File: config.mk
export PLATFORM = sky130hd
export DESIGN_NAME = ctl_regbank
export DESIGN_NICKNAME = d
export VERILOG_FILES = /design/src/rtl/ctl_regbank_pkg.sv /design/src/rtl/ctl_rst_sync.sv /design/src/rtl/ctl_maskreg.sv /design/src/rtl/ctl_sticky.sv /design/src/rtl/ctl_regbank.sv
export SDC_FILE = /design/constraint.sdc
export NUM_CORES = 1
export LEC_CHECK = 0
export ABC_AREA = 1
export BUFFER_PORTS_ARGS = -buffer_cell sky130_fd_sc_hd__clkbuf_2
export CORE_MARGIN = 2
export CORE_UTILIZATION = 48
export DETAILED_ROUTE_END_ITERATION = 16
export PLACE_DENSITY = 0.76
export SETUP_SLACK_MARGIN = 0.2
export SLEW_MARGIN = 20
export SYNTH_ARGS = -nofsm -noshare
export SYNTH_HDL_FRONTEND = slang
export SYNTH_HIERARCHICAL = 1
export SYNTH_SLANG_ARGS = --single-unit
File: constraint.sdc
create_clock -name clk -period 1.73 [get_ports clk]
set_input_delay 0.2595 -clock clk [delete_from_list [all_inputs] [get_ports clk]]
set_output_delay 0.2595 -clock clk [all_outputs]
set_load 0.1 [all_outputs]
File: src/rtl/ctl_regbank_pkg.sv
package ctl_regbank_pkg;
  localparam int unsigned DATA_W = 8;
  localparam int unsigned ADDR_W = 8;
  localparam int unsigned N_CFG  = 4;

  localparam logic [ADDR_W-1:0] A_ID    = 8'h00;
  localparam logic [ADDR_W-1:0] A_SUM   = 8'h01;
  localparam logic [ADDR_W-1:0] A_STA   = 8'h02;
  localparam logic [ADDR_W-1:0] A_STB   = 8'h03;
  localparam logic [ADDR_W-1:0] A_CMD   = 8'h08;
  localparam logic [ADDR_W-1:0] A_OVR   = 8'h09;
  localparam logic [ADDR_W-1:0] A_CFG0  = 8'h0A;

  localparam logic [DATA_W-1:0] CMD_MASK = 8'h1B;
  localparam logic [DATA_W-1:0] CMD_RST  = 8'h09;
  localparam logic [DATA_W-1:0] OVR_MASK = 8'h0F;
  localparam logic [DATA_W-1:0] OVR_RST  = 8'h0C;
  localparam logic [1:0]        KEY_CODE = 2'b10;

  // fault flag vector layout
  localparam int unsigned F_ERR = 0;
  localparam int unsigned F_POR = 1;
  localparam int unsigned F_OV  = 2;
  localparam int unsigned F_UV  = 3;
  localparam int unsigned F_OT  = 4;
  localparam int unsigned F_OC0 = 5;   // 4 bits
  localparam int unsigned F_OL0 = 9;   // 2 bits
  localparam int unsigned N_FLT = 11;

  function automatic logic [DATA_W-1:0] cfg_mask(input int unsigned idx);
    case (idx)
      0:       return 8'hFF;
      1:       return 8'hE7;
      default: return 8'hDF;
    endcase
  endfunction

  function automatic logic [DATA_W-1:0] cfg_rst(input int unsigned idx);
    case (idx)
      0:       return 8'h10;
      2:       return 8'h40;
      3:       return 8'h04;
      default: return 8'h00;
    endcase
  endfunction
endpackage

File: src/rtl/ctl_rst_sync.sv
module ctl_rst_sync (
  input  logic clk,
  input  logic rst_n,
  output logic rst_n_sync
);
  logic [1:0] stage_q;

  always_ff @(posedge clk or negedge rst_n) begin
    if (!rst_n) stage_q <= 2'b00;
    else        stage_q <= {stage_q[0], 1'b1};
  end

  assign rst_n_sync = stage_q[1];
endmodule

File: src/rtl/ctl_maskreg.sv
module ctl_maskreg #(
  parameter int unsigned  W    = 8,
  parameter logic [W-1:0] MASK = '1,
  parameter logic [W-1:0] RST  = '0
) (
  input  logic         clk,
  input  logic         rst_n,
  input  logic         we,
  input  logic [W-1:0] wdata,
  output logic [W-1:0] q
);
  logic [W-1:0] q_d;

  always_comb begin
    q_d = q;
    if (we) q_d = (wdata & MASK) | (RST & ~MASK);
  end

  always_ff @(posedge clk or negedge rst_n) begin
    if (!rst_n) q <= RST;
    else if (we) q <= q_d;
  end

  // bits outside the mask never leave their reset value
  a_r10_fixed_bits: assert property (@(posedge clk) disable iff (!rst_n)
    we |=> ((q & ~MASK) == (RST & ~MASK)));
  // R12-style hold: no write strobe, no change
  a_r10_hold: assert property (@(posedge clk) disable iff (!rst_n)
    !we |=> $stable(q));
endmodule

File: src/rtl/ctl_sticky.sv
module ctl_sticky #(
  parameter int unsigned  W   = 8,
  parameter logic [W-1:0] RST = '0
) (
  input  logic         clk,
  input  logic         rst_n,
  input  logic [W-1:0] set,
  input  logic         clr,
  output logic [W-1:0] q
);
  logic [W-1:0] q_d;

  always_comb begin
    q_d = q;
    if (clr) q_d = '0;
    q_d = q_d | set;
  end

  always_ff @(posedge clk or negedge rst_n) begin
    if (!rst_n) q <= RST;
    else        q <= q_d;
  end

  a_r4_clear_empties: assert property (@(posedge clk) disable iff (!rst_n)
    (clr && set == '0) |=> (q == '0));
  a_r5_set_wins: assert property (@(posedge clk) disable iff (!rst_n)
    (set != '0) |=> ((q & $past(set)) == $past(set)));
  a_r6_flags_hold: assert property (@(posedge clk) disable iff (!rst_n)
    !clr |=> ((q & $past(q)) == $past(q)));
endmodule

File: src/rtl/ctl_regbank.sv
module ctl_regbank
  import ctl_regbank_pkg::*;
#(
  parameter logic [7:0] ID_VALUE = 8'hA1
) (
  input  logic                    clk,
  input  logic                    rst_n,
  input  logic                    acc_en,
  input  logic                    acc_wr,
  input  logic [ADDR_W-1:0]       acc_addr,
  input  logic [DATA_W-1:0]       acc_wdata,
  output logic [DATA_W-1:0]       rd_data,
  input  logic                    ev_vmov,
  input  logic                    ev_vmuv,
  input  logic [3:0]              ev_ocp,
  input  logic                    ev_tsd,
  input  logic [1:0]              ev_ola,
  input  logic                    st_itrip,
  input  logic                    st_active,
  input  logic                    st_drvoff,
  input  logic                    st_olp,
  output logic [DATA_W*N_CFG-1:0] cfg_o,
  output logic [3:0]              ovr_bits,
  output logic                    ovr_unlocked,
  output logic                    fault_n
);
  logic              rst_ni;
  logic              wr_en, rd_en;
  logic              in_ro, in_rw, mapped;
  logic              clr_pulse, cfg_locked;
  logic [DATA_W-1:0] cmd_q, ovr_q;
  logic [DATA_W-1:0] cfg_arr [N_CFG];
  logic [N_FLT-1:0]  flt_set, flt_q;
  logic              any_flt;
  logic [DATA_W-1:0] sum_b, sta_b, stb_b, rd_next;

  ctl_rst_sync u_rst (.clk(clk), .rst_n(rst_n), .rst_n_sync(rst_ni));

  // address decode
  always_comb begin
    in_ro  = (acc_addr <= A_STB);
    in_rw  = (acc_addr >= A_CMD) && (acc_addr < A_CFG0 + 8'(N_CFG));
    mapped = in_ro || in_rw;
    wr_en  = acc_en && acc_wr && in_rw;
    rd_en  = acc_en && !acc_wr;
  end

  assign clr_pulse = wr_en && (acc_addr == A_CMD) && acc_wdata[7];

  // command register (lock codes); clear bit is never stored
  ctl_maskreg #(.W(DATA_W), .MASK(CMD_MASK), .RST(CMD_RST)) u_cmd (
    .clk(clk), .rst_n(rst_ni),
    .we(wr_en && acc_addr == A_CMD),
    .wdata(acc_wdata), .q(cmd_q));

  assign ovr_unlocked = (cmd_q[4:3] == KEY_CODE);
  assign cfg_locked   = (cmd_q[1:0] == KEY_CODE);

  ctl_maskreg #(.W(DATA_W), .MASK(OVR_MASK), .RST(OVR_RST)) u_ovr (
    .clk(clk), .rst_n(rst_ni),
    .we(wr_en && acc_addr == A_OVR && ovr_unlocked),
    .wdata(acc_wdata), .q(ovr_q));

  assign ovr_bits = ovr_q[3:0];

  for (genvar gi = 0; gi < N_CFG; gi++) begin : g_cfg
    localparam logic [ADDR_W-1:0] ADR = A_CFG0 + 8'(gi);
    ctl_maskreg #(.W(DATA_W), .MASK(cfg_mask(gi)), .RST(cfg_rst(gi))) u_reg (
      .clk(clk), .rst_n(rst_ni),
      .we(wr_en && acc_addr == ADR && !cfg_locked),
      .wdata(acc_wdata), .q(cfg_arr[gi]));
    assign cfg_o[gi*DATA_W +: DATA_W] = cfg_arr[gi];
  end

  // fault latches
  always_comb begin
    flt_set                   = '0;
    flt_set[F_ERR]            = acc_en && !mapped;
    flt_set[F_OV]             = ev_vmov;
    flt_set[F_UV]             = ev_vmuv;
    flt_set[F_OT]             = ev_tsd;
    flt_set[F_OC0 +: 4]       = ev_ocp;
    flt_set[F_OL0 +: 2]       = ev_ola;
  end

  ctl_sticky #(.W(N_FLT), .RST(N_FLT'(1) << F_POR)) u_flt (
    .clk(clk), .rst_n(rst_ni), .set(flt_set), .clr(clr_pulse), .q(flt_q));

  assign any_flt = |flt_q;
  assign fault_n = !any_flt;

  // read views
  always_comb begin
    sum_b = {flt_q[F_ERR], flt_q[F_POR], any_flt, flt_q[F_OV], flt_q[F_UV],
             |flt_q[F_OC0 +: 4], flt_q[F_OT], |flt_q[F_OL0 +: 2]};
    sta_b = {flt_q[F_OL0], flt_q[F_OL0+1], st_itrip, st_active, flt_q[F_OC0 +: 4]};
    stb_b = {st_drvoff, 2'b00, st_active, 3'b000, st_olp};
  end

  always_comb begin
    rd_next = '0;
    case (acc_addr)
      A_ID:    rd_next = ID_VALUE;
      A_SUM:   rd_next = sum_b;
      A_STA:   rd_next = sta_b;
      A_STB:   rd_next = stb_b;
      A_CMD:   rd_next = cmd_q;
      A_OVR:   rd_next = ovr_q;
      default: begin
        for (int i = 0; i < N_CFG; i++)
          if (acc_addr == A_CFG0 + 8'(i)) rd_next = cfg_arr[i];
      end
    endcase
  end

  always_ff @(posedge clk or negedge rst_ni) begin
    if (!rst_ni)    rd_data <= '0;
    else if (rd_en) rd_data <= rd_next;
  end

  a_r2_err_flag: assert property (@(posedge clk) disable iff (!rst_ni)
    (acc_en && !mapped) |=> !fault_n);
  a_r3_pin_matches_summary: assert property (@(posedge clk) disable iff (!rst_ni)
    (rd_en && acc_addr == A_SUM) |=> (rd_data[5] == !fault_n));
  a_r8_ovr_locked: assert property (@(posedge clk) disable iff (!rst_ni)
    (acc_en && acc_wr && acc_addr == A_OVR && !ovr_unlocked) |=> $stable(ovr_bits));
  a_r9_cfg_locked: assert property (@(posedge clk) disable iff (!rst_ni)
    (acc_en && acc_wr && acc_addr != A_CMD && cfg_locked) |=> $stable(cfg_o));
  a_r12_rd_hold: assert property (@(posedge clk) disable iff (!rst_ni)
    !rd_en |=> $stable(rd_data));
endmodule

==> qor.yml, run 1 <==
worst_pin_slew_ns: 0.547
netSwitchingFraction_pct: 25.8
layout_setup_ws_ns: 0.0503
area_growth_pct: 28.9
vias: 3253
whs_ns: 0.105
met2_usage_pct: 39.1
tritoncts: "done"
p_seq_share_pct: 46.5
first_pass_iters: 5
cp_max_fo: 3
nFillCells: 549
cap_violations: 0
pwr-share-clk_pct: 44.5
multiInputGateArea_um2: 1530
hold_depth: 3
antenna_cells: 0
cts_buffers: 9
yosys.cell_types.count: 24
power.leakage_nw: 2.35
crit_arrival_ns: 1.42
rows: 29
grt_overflow: 0
antenna_found_initial: 0
io_buffers: 74
drc_errors: 0
dpl.cell_count: 612
crit_type: "reg2out"
drtIter0Drc: 262
required_ns: 1.47
start_util_pct: 50.3
total_power_mw: 2.89
setup_viol: 0
die_w_um: 86.0
finalHoldViolations: 0
netlist_instances: 462
dp_slack_ns: 0.0403
top_usage_layer: "met2"
p_int_mw: 2.15
cp-end-kind: "output pin"
place.gp.congestion: 0.983
drive_gt1_share_pct: 30.9
dieArea_um2: 7400
grt_max_degree: 56
fmax_mhz: 595
fin_crit_sh_pct: 97.1
cp-start-kind: "flip-flop"
mostFrequentLayoutCells: "nand2_1, clkbuf_2, nand3_1, dfrtp_1, nor2_1"
place_area_um2: 3720
vias_per_cell: 5.03
reg2reg_depth: 13
final_cells: 647
die_h_um: 86.0
maxSlewHeadroom_pct: 63.7
worst_clock_skew_ns: 0.00412
grt_pass1_wl_mm: 14.3
tns_ns: 0
hold_path.class: "in2reg"
cts.sinks: 57
grt_use_met3_pct: 4.62
synth-seq-area-share_pct: 44.5
fin_util_pct: 64.8
comb_power_share_pct: 9.0
seq_area_um2: 1440
power.density_nw_per_um2: 694
grt_pass1_vias: 3076
core_area_um2: 6420
min_period_ns: 1.68
synth_warnings: 6
ant_nets: 0
wl_per_cell_um: 13.9
synth.cell_area_um2: 3230
drt-total-wl_mm: 8.99
met1_usage_pct: 33.4
grt_usage_pct: 25.0
htree_levels: 3
num_io_pins: 79
dp_hpwl_mm: 6.37
slew_viol_final: 0
nNetsFinal: 598
fin_area_um2: 4160
clkTransAtPathRegs_ns: 0.06
cts_buffer_depth: 2
status: "completed"
ir_drop_mv: 0.554
ys_ff_latch: 57
cts_root_buffer: "clkbuf_8"
clk_latency_ns: 0.34
rsz0062_at_grt: "true"
mostFrequentLayoutCell: "nand2_1"
p_sw_mw: 0.744
synth_area_per_cell_um2: 6.99
metal layers:
metal,vias up,routed length [um]
met1,1491,3840
met4,0,267
li1,1591,-
met2,148,4190
met3,23,692
met5,-,0
worst paths after layout:
path	start	end	slack, ns
max	u_flt/q[0]	fault_n	0.05
min	ev_ocp[0]	u_flt/q[5]	0.11
max reg2reg	u_flt/q[5]	rd_data[0]	0.21
min reg2reg	u_rst/stage_q[1]	u_ovr/q[1]	0.26
max in group asynchronous	u_rst/stage_q[1]	g_cfg[2].u_reg/q[6]	1.17
min in group asynchronous	rst_n	u_rst/stage_q[0]	0.23
worst max-delay path, stage by stage (launching register included):
cell and delay, ns:
dfrtp_1 0.41, nor2_1 0.14, nand2_1 0.08, nor2_2 0.11, nand2_2 0.09, clkinvlp_4 0.09
buf_12 0.16
synth_stat cells (all sizes together):
library cell	instances	share of area (%)
nor3	3	0.81
o21ai	3	0.46
nand3b	1	0.23
o21bai	1	0.23
buf	21	5.3
nor3b	1	0.23
dfrtp	49	38
nand2	197	24
nand3	62	9.6
nand4	1	0.19
conb	7	0.81
inv	51	6.0
nor4	1	0.19
nor2	56	7.9
dfstp	8	6.5
sequential cells by signal, indices dropped and copies added (netlist names):
signal and count:
g_cfg.u_reg/q 28, u_flt/q 11, rd_data 8, u_cmd/q 4
u_ovr/q 4, u_rst/stage_q 2
final cells by class:
type / instances / area share (%)
sequential: 57 / 34.5
inverter: 51 / 4.75
tap: 77 / 2.31
multi-input combinational: 340 / 36.8
clock buffer: 12 / 3.73
clock inverter: 4 / 1.23
timing repair buffer: 106 / 16.7
timing repair:
item                                    in CTS  in global routing
hold buffers                                 1                  0
endpoints found under the setup margin       7                  6
pin swaps                                    3                 13
endpoints found under the hold margin        2                  0
buffers inserted                            14                  4
resized for setup                           12                 19
kinds of logic (layout without fill, tap and decap cells):
family / Yosys count / count (layout) / share of synthesized area (%)
AOI/OAI and AO/OA: 4 / 4 / 0.697
buffers and inverters: 72 / 173 / 11.3
DFF: 57 / 57 / 44.5
other: 7 / 14 / 0.813
and+or+nand+nor: 322 / 322 / 42.8
power by group through the flow:
stage               combinational (mW)  sequential [mW]  clock, mW
global placement                 0.250             1.37          0
global route                     0.282             1.34       1.35
detailed placement               0.253             1.37          0
CTS                              0.255             1.34       1.29
finish                           0.260             1.34       1.29
floorplan                        0.134             1.41          0
Power figures use the tool's default switching activity.
==> run 2, diff against run 1 <==
--- a/config.mk
+++ b/config.mk
@@ -5,7 +5,6 @@
 export SDC_FILE = /design/constraint.sdc
 export NUM_CORES = 1
 export LEC_CHECK = 0
-export ABC_AREA = 1
 export BUFFER_PORTS_ARGS = -buffer_cell sky130_fd_sc_hd__clkbuf_2
 export CORE_MARGIN = 2
 export CORE_UTILIZATION = 48
==> constraint.sdc (replaced) <==
create_clock -name clk -period 1.73 [get_ports clk]
set_input_delay 0 -clock clk [delete_from_list [all_inputs] [get_ports clk]]
set_output_delay 0 -clock clk [all_outputs]
set_load 0.1 [all_outputs]
==> run 2 against run 1 <==
Effect of this change: critical path depth down 2; critical path type unchanged; largest cell class unchanged; first-iteration DRC count down 27%; global-route usage down 0.39 points; cell count down 29%.
==> qor.yml, run 2 <==
synth_top_area_share_pct: 39.0
min_period_ns: 1.70
synth_warnings: 6
hp-start: "acc_wdata[3]"
drtIter0Drc: 190
synth-seq-area-share_pct: 45.6
nNetsFinal: 411
drc_errors: 0
die_h_um: 85.0
synth-edff-count: 0
mostFrequentLayoutCells: "clkbuf_2, dfrtp_1, mux2_4, buf_4"
required_ns: 1.73
grt_usage_pct: 24.6
core_area_um2: 6350
cap_violations: 0
fin_util_pct: 67.0
vias_per_cell: 5.58
tritoncts: "done"
cp-end-kind: "output pin"
yosys.cell_types.count: 46
die_w_um: 85.0
area_growth_pct: 35.1
cts_root_buffer: "clkbuf_8"
final_cells: 460
ys_ff_latch: 57
place.gp.congestion: 0.857
htree_levels: 3
crit_chain: "or4_4 > buf_6 > nor2_4 > buf_12"
rows: 29
startpoint: "u_flt/q[6]"
ant_nets: 0
finalHoldViolations: 0
fin_crit_sh_pct: 98.1
io_buffers: 74
dp_hpwl_mm: 6.04
grt_pass1_wl_mm: 13.6
crit_type: "reg2out"
synth_common_cells: "dfrtp_1, mux2_4, mux2_2"
largest_reg_flops: 28
num_io_pins: 79
status: "completed"
dpl.cell_count: 424
grt_overflow: 0
worst_clock_skew_ns: 0.00603
yosys.area.top_type: "dfrtp_1"
power.density_nw_per_um2: 707
tns_ns: 0
mostFrequentLayoutCell: "clkbuf_2"
slew_viol_final: 0
fin_area_um2: 4250
ir_drop_mv: 0.429
cts_buffers: 9
dieArea_um2: 7220
rsz0062_at_grt: "true"
rr_startpoint: "u_flt/q[6]"
start_util_pct: 49.6
async_reset_ff_share_pct: 100
drt-total-wl_mm: 8.48
wl_per_cell_um: 18.4
netlist_instances: 269
synth.cell_area_um2: 3150
drive_gt1_share_pct: 53.5
yosysMostFrequentCell: "dfrtp_1"
fmax_mhz: 589
first_pass_iters: 5
cts_buffer_depth: 2
maxSlewHeadroom_pct: 63.4
grt_max_degree: 56
vias: 2569
cp_slowest_stage_delay_ns: 0.56
setup_viol: 0
cpMaxStageDelayCell: "or4_4"
grt_pass1_vias: 2615
worst_pin_slew_ns: 0.551
power.leakage_nw: 1.96
synth_area_per_cell_um2: 11.7
synth-main-ff-cell: "dfrtp_1"
clk_latency_ns: 0.34
antenna_cells: 0
hold_path.class: "in2reg"
largest_registers: "g_cfg.u_reg/q x28, u_flt/q x11, rd_data x8"
synth.area.top_cells: "dfrtp_1, mux2_4, dfstp_2, mux2_2, mux2i_1"
cts.sinks: 57
antenna_found_initial: 0
clkTransAtPathRegs_ns: 0.07
crit_arrival_ns: 1.70
place_area_um2: 3710
cp-start-kind: "flip-flop"
regMostFlops: "g_cfg.u_reg/q"
cp_max_fo: 2
nFillCells: 459
run 2: changes by cell type after synthesis, sizes merged, moves of 45 or more:
cell / before / now
nand2: 197 / 14
inv: 51 / 6
nor2: 56 / 4
mux2: 0 / 45
nand3: 62 / 4
run 2: worst paths after layout:
path / end / cells past startpoint / slack, ns
min in group asynchronous: g_cfg[0].u_reg/q[2] / 1 / 0.26
max: fault_n / 4 / 0.03
max in group asynchronous: u_rst/stage_q[1] / 3 / 1.08
min: g_cfg[3].u_reg/q[3] / 2 / 0.007
max reg2reg: rd_data[2] / 3 / 0.13
min reg2reg: g_cfg[0].u_reg/q[2] / 1 / 0.26
run 2: cell type report:
type | instances | area [um2] | share of cell area, %
multi-input combinational | 186 | 1690 | 39.8
sequential | 57 | 1450 | 34.1
inverter | 6 | 30.0 | 0.706
timing repair buffer | 118 | 790 | 18.6
clock buffer | 10 | 128 | 3.00
tap | 77 | 96.3 | 2.27
clock inverter | 6 | 67.6 | 1.59
run 2: per-stage QoR:
stage / setup slack, ns / power (mW) / hold WS [ns]
after floorplan: -0.159 / 1.64 / -0.296
after global placement: -0.363 / 1.74 / -0.213
after detailed placement: -0.388 / 1.74 / -0.212
after CTS: 0.0399 / 3.01 / 0.00375
after global routing: -0.0133 / 3.11 / 0.00754
final: 0.0331 / 3.00 / 0.00664
run 2: metal layers:
| layer | track usage, % | share of wire [%] |
|---|---|---|
| met4 | 9.96 | 1.4 |
| met5 | 0 | 0 |
| met3 | 4.47 | 6.9 |
| met1 | 32.8 | 42 |
| met2 | 39.8 | 50 |
run 2: kinds of logic after synthesis:
kind of cell    synth area share [%]
compound gates                  13.7
buf+inv                         6.76
flops                           45.6
mux                             22.9
other cells                    0.835
simple gates                    10.1
run 2: what timing repair did:
item / 4_1_cts / 5_1_grt
pin swaps: 11 / 2
setup buffers: 6 / 0
endpoints found under the hold margin: 21 / 0
resized for setup: 22 / 13
hold buffers: 14 / 0
gates cloned: 0 / 0
setup endpoints to repair: 50 / 38
run 2: worst max-delay path: cells and delay by family (launching register included):
kind	cells	cell delay [ns]
simple gates	2	0.65
flops	1	0.39
buf+inv	2	0.32
run 2: power by group:
part,total [mW],internal [mW],switching [mW],leakage (nW)
registers,1.36,1.35,0.0118,0.688
clock network,1.24,0.669,0.569,0.0929
logic,0.406,0.129,0.277,1.18
